===== src/rtl/rstchk_pkg.sv =====
package rstchk_pkg;
  localparam int CH_N   = 5;
  localparam int CODE_W = $clog2(CH_N);

  typedef logic [CODE_W-1:0] ch_code_t;

  localparam ch_code_t CH_AW = ch_code_t'(0);
  localparam ch_code_t CH_W  = ch_code_t'(1);
  localparam ch_code_t CH_B  = ch_code_t'(2);
  localparam ch_code_t CH_AR = ch_code_t'(3);
  localparam ch_code_t CH_R  = ch_code_t'(4);

  // Lowest set channel index, 0 if none set.
  function automatic ch_code_t lowest_channel(input logic [CH_N-1:0] hits);
    ch_code_t code;
    code = '0;
    for (int i = CH_N - 1; i >= 0; i--) begin
      if (hits[i]) code = ch_code_t'(i);
    end
    return code;
  endfunction

  // Saturating increment of a counter of width w (max value passed in).
  function automatic logic [31:0] sat_step(input logic [31:0] value,
                                           input logic [31:0] top);
    return (value >= top) ? top : value + 32'd1;
  endfunction
endpackage


===== src/rtl/rstchk_report.sv =====
module rstchk_report
  import rstchk_pkg::*;
#(
  parameter int CNT_W = 16
) (
  input  logic              clk,
  input  logic              chk_clr_n,
  input  logic [CH_N-1:0]   hits,
  output logic              pulse,
  output ch_code_t          code,
  output logic [CNT_W-1:0]  count
);
  localparam logic [CNT_W-1:0] CNT_MAX = {CNT_W{1'b1}};

  logic             any_hit;
  logic             pulse_q;
  ch_code_t         code_q;
  logic [CNT_W-1:0] cnt_q;
  logic [CNT_W-1:0] cnt_next;

  assign any_hit  = |hits;
  assign cnt_next = CNT_W'(sat_step(32'(cnt_q), 32'(CNT_MAX)));

  always_ff @(posedge clk or negedge chk_clr_n) begin
    if (!chk_clr_n) begin
      pulse_q <= 1'b0;
      code_q  <= '0;
      cnt_q   <= '0;
    end else begin
      pulse_q <= any_hit;
      code_q  <= any_hit ? lowest_channel(hits) : '0;
      if (any_hit) cnt_q <= cnt_next;
    end
  end

  assign pulse = pulse_q;
  assign code  = code_q;
  assign count = cnt_q;

  // pulse follows a breaching edge
  assert_pulse_after_hit_R5: assert property (@(posedge clk) disable iff (!chk_clr_n)
    (|hits) |=> pulse);

  // pulse drops after a clean edge
  assert_pulse_drops_R5: assert property (@(posedge clk) disable iff (!chk_clr_n)
    !(|hits) |=> (!pulse && code == '0));

  // reported code names a real channel
  assert_code_range_R5: assert property (@(posedge clk) disable iff (!chk_clr_n)
    pulse |-> (32'(code) < CH_N));

  // counter moves by at most one per edge
  assert_count_step_R7: assert property (@(posedge clk) disable iff (!chk_clr_n)
    ##1 (count == $past(count) || count == $past(count) + 1'b1));

  // counter stays at full scale
  assert_count_sat_R7: assert property (@(posedge clk) disable iff (!chk_clr_n)
    (count == CNT_MAX) |=> (count == CNT_MAX));
endmodule


===== config.mk =====
export PLATFORM = sky130hd
export DESIGN_NAME = rstchk_report
export DESIGN_NICKNAME = d
export VERILOG_FILES = /design/src/rtl/rstchk_pkg.sv /design/src/rtl/rstchk_report.sv
export SDC_FILE = /design/constraint.sdc
export NUM_CORES = 1
export LEC_CHECK = 0
export BUFFER_PORTS_ARGS = -buffer_cell sky130_fd_sc_hd__buf_2
export CAP_MARGIN = 20
export CORE_MARGIN = 2
export CORE_UTILIZATION = 50
export DETAILED_ROUTE_END_ITERATION = 8
export GPL_ROUTABILITY_DRIVEN = 0
export PLACE_DENSITY = 0.8
export SLEW_MARGIN = 20
export SYNTH_ARGS = -nofsm -noshare
export SYNTH_HDL_FRONTEND = slang
export SYNTH_SLANG_ARGS = --single-unit

===== constraint.sdc =====
create_clock -name clk -period 3.3 [get_ports clk]
set_input_delay 0.33 -clock clk [delete_from_list [all_inputs] [get_ports clk]]
set_output_delay 0.33 -clock clk [all_outputs]
set_load 0.005 [all_outputs]

# Yosys cells after proc, flatten, opt, wreduce, memory -nomap -nowiden
# Cells that the tools add are included.
# classes
magnitude_cmp	1
n_bitwise	0
add_sub_neg	1
mul	0
mux	7
reduce_logical	1
eq_ne	0
shifts	0
n_div	0
# op_table
operator	count
3-bit two-way mux	6
16-bit by 1-bit adder with 16-bit output, second input constant	1
16-bit greater-or-equal comparator, second input constant	1
16-bit two-way mux	1
5-bit OR reduction	1
# totals
mem_bits_rw	0
output_inout_bits	20
romBits	0
in_bits	7
word_cells	13
n_memories	0
register_bits	20
latchBits	0

# Logic depth before layout (Yosys ltp)
# Gate-level depths: netlist of the first run.
# logic_depth
ltp_word	6
ltp_mapped	6
ltp_nobuf	5

# Worst setup path after synthesis of the first run
# No wires, ideal clock.
# synth_timing
kind	input -> register
startpoint	input port hits[2]
endpoint	register cnt_q[12], in the netlist count[12]
required_time_ns	3.175
cell_stages	5
arrival_ns	1.557
setup_ns	0.125
path_buffers	1
path_slack_ns	1.618
path_cell_list	or4_4 buf_6 o211ai_4 nor2_2 mux2_4
# synth_via
elab_chain_cells	1
# synth_rtl
item	line_no	rtl
from (decl)	rstchk_report.sv:8	input logic [CH_N-1:0] hits,
5-bit OR reduction	rstchk_report.sv:21	assign any_hit = |hits;
to (signal assigned)	rstchk_report.sv:32	if (any_hit) cnt_q <= cnt_next;
to (decl)	rstchk_report.sv:18	logic [CNT_W-1:0] cnt_q;
# Every way passes these cells.
# A chain may end at the register's enable or synchronous reset.

# Worst setup path after layout of the first run
# layout_timing
startpoint	register cnt_q[2], in the netlist count[2]
endpoint	register cnt_q[15], in the netlist count[15]
# layout_via
elab_chain_cells	2
word_cells_on_any_way	3
classes_between	1 x add/sub; 1 x order compare; 1 x mux
# layout_rtl
item	line_no	rtl
16-bit by 1-bit adder with 16-bit output / 16-bit greater-or-equal comparator (equally long branches)	rstchk_pkg.sv:26	return (value >= top) ? top : value + 32'd1;
16-bit two-way mux *	rstchk_pkg.sv:26	
# Every way passes the cells marked *; elsewhere a longest branch is shown, timed or not.

==> results.sh, run 1 <==
export IMPL_synth_top_area_share_pct=47.7
export IMPL_core_mm2=0.00196
export IMPL_post_cts_buffers=0
export IMPL_die_area_mm2=0.00248
export IMPL_p_per_area_mw_per_mm2=653
export IMPL_holdWs_ns=0.192
export IMPL_ir_drop_mv=0.416
export IMPL_htree_levels=1
export IMPL_hold_viol_final=0
export IMPL_cts_tree="yes"
export IMPL_whs_endpoint="code[0]"
export IMPL_antenna_found_initial=0
export IMPL_crit_fanout=7
export IMPL_max_slew_margin_pct=67.1
export IMPL_fin_util_pct=63.1
export IMPL_synth_cell_type_count=32
export IMPL_grt_pass1_wl_mm=3.69
export IMPL_wirelength_mm=2.14
export IMPL_grt_usage_pct=19.3
export IMPL_worstPathRequired_ns=3.50
export IMPL_worst_r2r_setup_slack_ns=1.48
export IMPL_reg2reg_from="count[2]"
export IMPL_overflow=0
export IMPL_setup_tns_ns=0
export IMPL_vias=909
export IMPL_reg2regPathDepth=4
export IMPL_die_w_um=49.8
export IMPL_grt_max_degree=21
export IMPL_finalClockSkew_ns=0.00796
export IMPL_synth_cells=106
export IMPL_yosys_area_top_type="dfrtp_1"
export IMPL_drv_cap=0
export IMPL_layout_min_cycle_time_ns=1.82
export IMPL_syn_to_final_growth_pct=18.1
export IMPL_io_pins=27
export IMPL_grt_pass1_vias=828
export IMPL_syn_nets=114
export IMPL_drt_initial_drc_count=33
export IMPL_cp_start_kind="register"
export IMPL_worstSetupPathType="reg2reg"
export IMPL_setup_ws_ns=1.48
export IMPL_cp_arrival_ns=2.02
export IMPL_clockBufferDepth=2
export IMPL_ant_nets=0
export IMPL_start_util_pct=53.4
export IMPL_reg2reg_to="count[15]"
export IMPL_dr_pass1_iters=4
export IMPL_antennaDiodeCount=0
export IMPL_avgSynthCellArea_um2=9.89
export IMPL_clk_pin_slew_ns=0.12
export IMPL_fp_row_count=16
export IMPL_finalNetCount=143
export IMPL_outcome="completed"
export IMPL_die_y_um=49.8
export IMPL_cpPeakStageDelay_ns=0.47
export IMPL_cpMaxStageDelayCell="dfrtp_1"
export IMPL_cp_cell_sequence="nand4_1 > or2_2 > nor4_1 > mux2_4"
export IMPL_ys_ff_latch=20
export IMPL_ys_warn_count=0
export IMPL_finalSetupViolations=0
export IMPL_dpl_hpwl_mm=1.59
export IMPL_worst_pin_slew_ns=0.489
export IMPL_hp_class="in2reg"
export IMPL_ys_seq_area_share_pct=47.7
export IMPL_rsz0062_at_grt="false"
export IMPL_maxSlewViolCount=0
export IMPL_end_kind="register"
export IMPL_holdPathStages=2
export IMPL_port_buffers=26
export IMPL_detail_route_vias_per_cell=5.65
export IMPL_ys_top_cells_by_area="dfrtp_1 48%, nand2_1 4.7%, nand3_1 3.8%, o21ai_0 3.8%, xor2_1 3.3%"
export IMPL_drive_gt1_share_pct=29.1
export IMPL_drcViolationCount=0
export IMPL_cellLeakagePower_nw=0.565
export IMPL_cts_sinks=20
export IMPL_synth_cell_area_mm2=0.00105
export IMPL_hold_path_startpoint="hits[0]"
export IMPL_max_freq_mhz=550
export IMPL_clock_latency_ns=0.31
export IMPL_drt_wirelength_per_cell_um=13.3
export IMPL_root_buffer="clkbuf_4"
export IMPL_timing_final_crit_share_pct=55.1
export IMPL_postCtsResizedCells=0
export IMPL_numCtsBuffers=3
export IMPL_dp_slack_ns=1.47
## worst max path at each step
stage          slack (ns)   endpoint  startpoint
5_1_grt              1.37  count[15]    count[3]
6_report             1.48  count[15]    count[2]
3_3_place_gp         1.50  count[12]     hits[2]
2_1_floorplan        1.62  count[12]     hits[2]
4_1_cts              1.50  count[15]    count[2]
3_5_place_dp         1.47  count[12]     hits[2]
## logic make-up after synthesis
kind of cell	synth area share, %
AO/OA/AOI/OAI	14.8
XOR/XNOR	5.85
adder cells (fa/ha/maj)	1.19
buffers and inverters	3.70
flip-flops	47.7
multiplexers	2.86
AND/OR/NAND/NOR	23.9
## what timing repair did
action | 4_1_cts | 5_1_grt
setup endpoints to repair | 0 | 0
endpoints found under the hold margin | 20 | 0
hold buffers | 1 | 0
## sequential cells by signal, summed over array words and instances (netlist names)
name	flops
code	3
count	16
pulse	1
## layout by cell type, fill, tap and decap left out, drive strengths merged, types with 2 or more instances in the layout
| cell type | count |
|---|---|
| nand2 | 13 |
| dfrtp | 20 |
| or4 | 3 |
| buf | 26 |
| mux2 | 2 |
| nor4 | 3 |
| xor2 | 4 |
| o31ai | 2 |
| nand3 | 8 |
| nor3 | 4 |
| o211ai | 2 |
| o21ai | 9 |
| clkbuf | 4 |
| nand4 | 4 |
| or2 | 2 |
| inv | 5 |
| a211oi | 3 |
| xnor2 | 3 |
| nor2 | 7 |
| o2111ai | 2 |
## synthesized netlist by cell type
| cell type | n |
|---|---|
| nand4b_1 | 1 |
| nand3_1 | 8 |
| nor3_1 | 4 |
| or4_4 | 1 |
| a211oi_1 | 3 |
| o21ai_0 | 8 |
| buf_6 | 1 |
| dfrtp_1 | 20 |
| o31ai_1 | 2 |
| a21oi_1 | 1 |
| nand2_1 | 13 |
| o211ai_4 | 1 |
| ha_1 | 1 |
| and4_1 | 1 |
| or2_2 | 2 |
| nor2_1 | 6 |
| nor2_2 | 1 |
| nand4_1 | 4 |
| inv_1 | 5 |
| o21ba_2 | 1 |
| mux2_4 | 2 |
| o21ai_4 | 1 |
| clkbuf_2 | 1 |
| or3_1 | 1 |
| o211ai_1 | 1 |
| or4_1 | 2 |
| o2111ai_1 | 2 |
| xor2_1 | 4 |
| and3_1 | 1 |
| clkbuf_1 | 1 |
| xnor2_1 | 3 |
| nor4_1 | 3 |
## worst max-delay path: cells and delay by family, from the launching register on
family / cells / cell delay (ns)
and+or+nand+nor: 3 / 0.90
muxes: 1 / 0.34
DFF: 1 / 0.47
## layer usage
metal	vias up	part of all wire (%)	global-route usage, %
li1	440	-	-
met1	429	44	25.2
met2	38	49	32.9
met3	2	6.4	3.33
met4	0	0.75	5.56
met5	-	0	0
## report_power, final
group          switching, mW  leakage, nW  internal, mW
logic                  0.130        0.293         0.128
registers             0.0969        0.251         0.306
clock network         0.0809       0.0210        0.0674
total                  0.307        0.565         0.501
## area by class of cell
| class | instances | area [µm²] |
|---|---|---|
| Clock buffer | 4 | 36.3 |
| Fill cell | 201 | 723 |
| Inverter | 5 | 18.8 |
| Multi-Input combinational cell | 78 | 509 |
| Sequential cell | 20 | 500 |
| Tap cell | 27 | 33.8 |
| Timing Repair Buffer | 27 | 140 |
## metrics by stage
stage	instance area, µm²	power, mW	cells
6_report	1240	0.808	161
5_1_grt	1240	0.873	161
4_1_cts	1240	0.813	161
3_5_place_dp	1190	0.665	156
3_3_place_gp	1190	0.653	156
2_1_floorplan	1050	0.554	106
Note: power is estimated with default switching activity, not from simulation.
==> run 2, diff against run 1 <==
- clock period: 3.3 -> 1.83 ns (I/O delays scaled with it)
==> results.sh, run 2 (synthesized netlist as in run 1, its figures left out) <==
export IMPL_rsz0062_at_grt="true"
export IMPL_vias=933
export IMPL_core_mm2=0.00196
export IMPL_cp_start_kind="register"
export IMPL_setup_ws_ns=0.0729
export IMPL_grt_max_degree=21
export IMPL_dr_pass1_iters=4
export IMPL_clockBufferDepth=2
export IMPL_maxSlewViolCount=0
export IMPL_grt_pass1_wl_mm=4.13
export IMPL_drt_wirelength_per_cell_um=14.1
export IMPL_cellLeakagePower_nw=0.567
export IMPL_htree_levels=1
export IMPL_end_kind="register"
export IMPL_antenna_found_initial=0
export IMPL_overflow=0
export IMPL_drcViolationCount=0
export IMPL_outcome="completed"
export IMPL_finalSetupViolations=0
export IMPL_ir_drop_mv=0.806
export IMPL_p_per_area_mw_per_mm2=1140
export IMPL_cts_tree="yes"
export IMPL_finalClockSkew_ns=0.00372
export IMPL_numCtsBuffers=3
export IMPL_final_cell_mix="26 x buf_2, 19 x dfrtp_1, 13 x nand2_1"
export IMPL_cp_arrival_ns=1.95
export IMPL_hold_viol_final=0
export IMPL_largest_register_ffs=16
export IMPL_fin_util_pct=63.3
export IMPL_port_buffers=26
export IMPL_layout_min_cycle_time_ns=1.76
export IMPL_dp_slack_ns=0.0901
export IMPL_drt_initial_drc_count=23
export IMPL_syn_to_final_growth_pct=18.5
export IMPL_dpl_hpwl_mm=1.73
export IMPL_detail_route_vias_per_cell=5.76
export IMPL_max_freq_mhz=569
export IMPL_finalNetCount=145
export IMPL_fp_row_count=16
export IMPL_grt_usage_pct=21.3
export IMPL_setup_tns_ns=0
export IMPL_timing_final_crit_share_pct=96.0
export IMPL_clock_latency_ns=0.29
export IMPL_crit_fanout=7
export IMPL_layout_commonest_cell="buf_2"
export IMPL_worstPathRequired_ns=2.02
export IMPL_worstSetupPathType="reg2reg"
export IMPL_drive_gt1_share_pct=31.1
export IMPL_root_buffer="clkbuf_4"
export IMPL_wirelength_mm=2.29
export IMPL_io_pins=27
export IMPL_worst_pin_slew_ns=0.452
export IMPL_cts_sinks=20
export IMPL_clk_pin_slew_ns=0.11
export IMPL_die_w_um=49.8
export IMPL_max_slew_margin_pct=69.8
export IMPL_grt_pass1_vias=913
export IMPL_post_cts_buffers=0
export IMPL_die_y_um=49.8
export IMPL_antennaDiodeCount=0
export IMPL_start_util_pct=53.4
export IMPL_die_area_mm2=0.00248
export IMPL_hp_class="in2reg"
export IMPL_ant_nets=0
export IMPL_drv_cap=0
[run 2: per-stage QoR]
stage               hold slack (ns)  std cells  area [µm²]  total power, mW
floorplan                    -0.113        106        1050            0.999
global placement              0.147        158        1210             1.19
detailed placement            0.156        158        1210             1.21
CTS                          0.0716        162        1240             1.42
global route                 0.0873        162        1240             1.54
finish                       0.0791        162        1240             1.41
[run 2: worst paths after layout]
path	startpoint	to	slack [ns]	depth (start not counted)
max	count[2]	count[15]	0.07	4
max in group asynchronous	chk_clr_n	count[0]	1.15	2
min	hits[0]	code[0]	0.08	2
min reg2reg	count[15]	count[15]	0.59	1
max reg2reg	count[2]	count[15]	0.07	4
min in group asynchronous	chk_clr_n	count[11]	0.35	2
[run 2: critical path, stage by stage (launching register included)]
cell	delay, ns
dfrtp_1	0.48
nand4_1	0.14
or2_2	0.37
nor4_1	0.33
mux2_4	0.34
[run 2: repair_timing]
item / in CTS / in global routing
hold buffers: 1 / 0
gates resized for setup: 0 / 2
setup endpoints to repair: 0 / 4
endpoints found under the hold margin: 20 / 0
[run 2: report_power, final]
part | switching, mW | internal [mW] | total, mW | leakage (nW)
Sequential | 0.179 | 0.554 | 0.733 | 0.250
Clock | 0.128 | 0.0767 | 0.204 | 0.0138
Combinational | 0.237 | 0.237 | 0.474 | 0.303
[run 2: final cells by class]
class	instances	area (µm²)
flip-flops and latches	20	502
multi-input cells	78	510
repair buffers	29	155
fillers	186	719
well taps	27	33.8
clock buffers	3	22.5
inverters	5	18.8
[run 2: metal layers]
metal / track usage (%) / vias up / routed length, µm
li1: - / 448 / -
met4: 7.41 / 0 / 23
met3: 3.03 / 4 / 125
met2: 36.4 / 32 / 1150
met5: 0 / - / 0
met1: 27.6 / 449 / 987
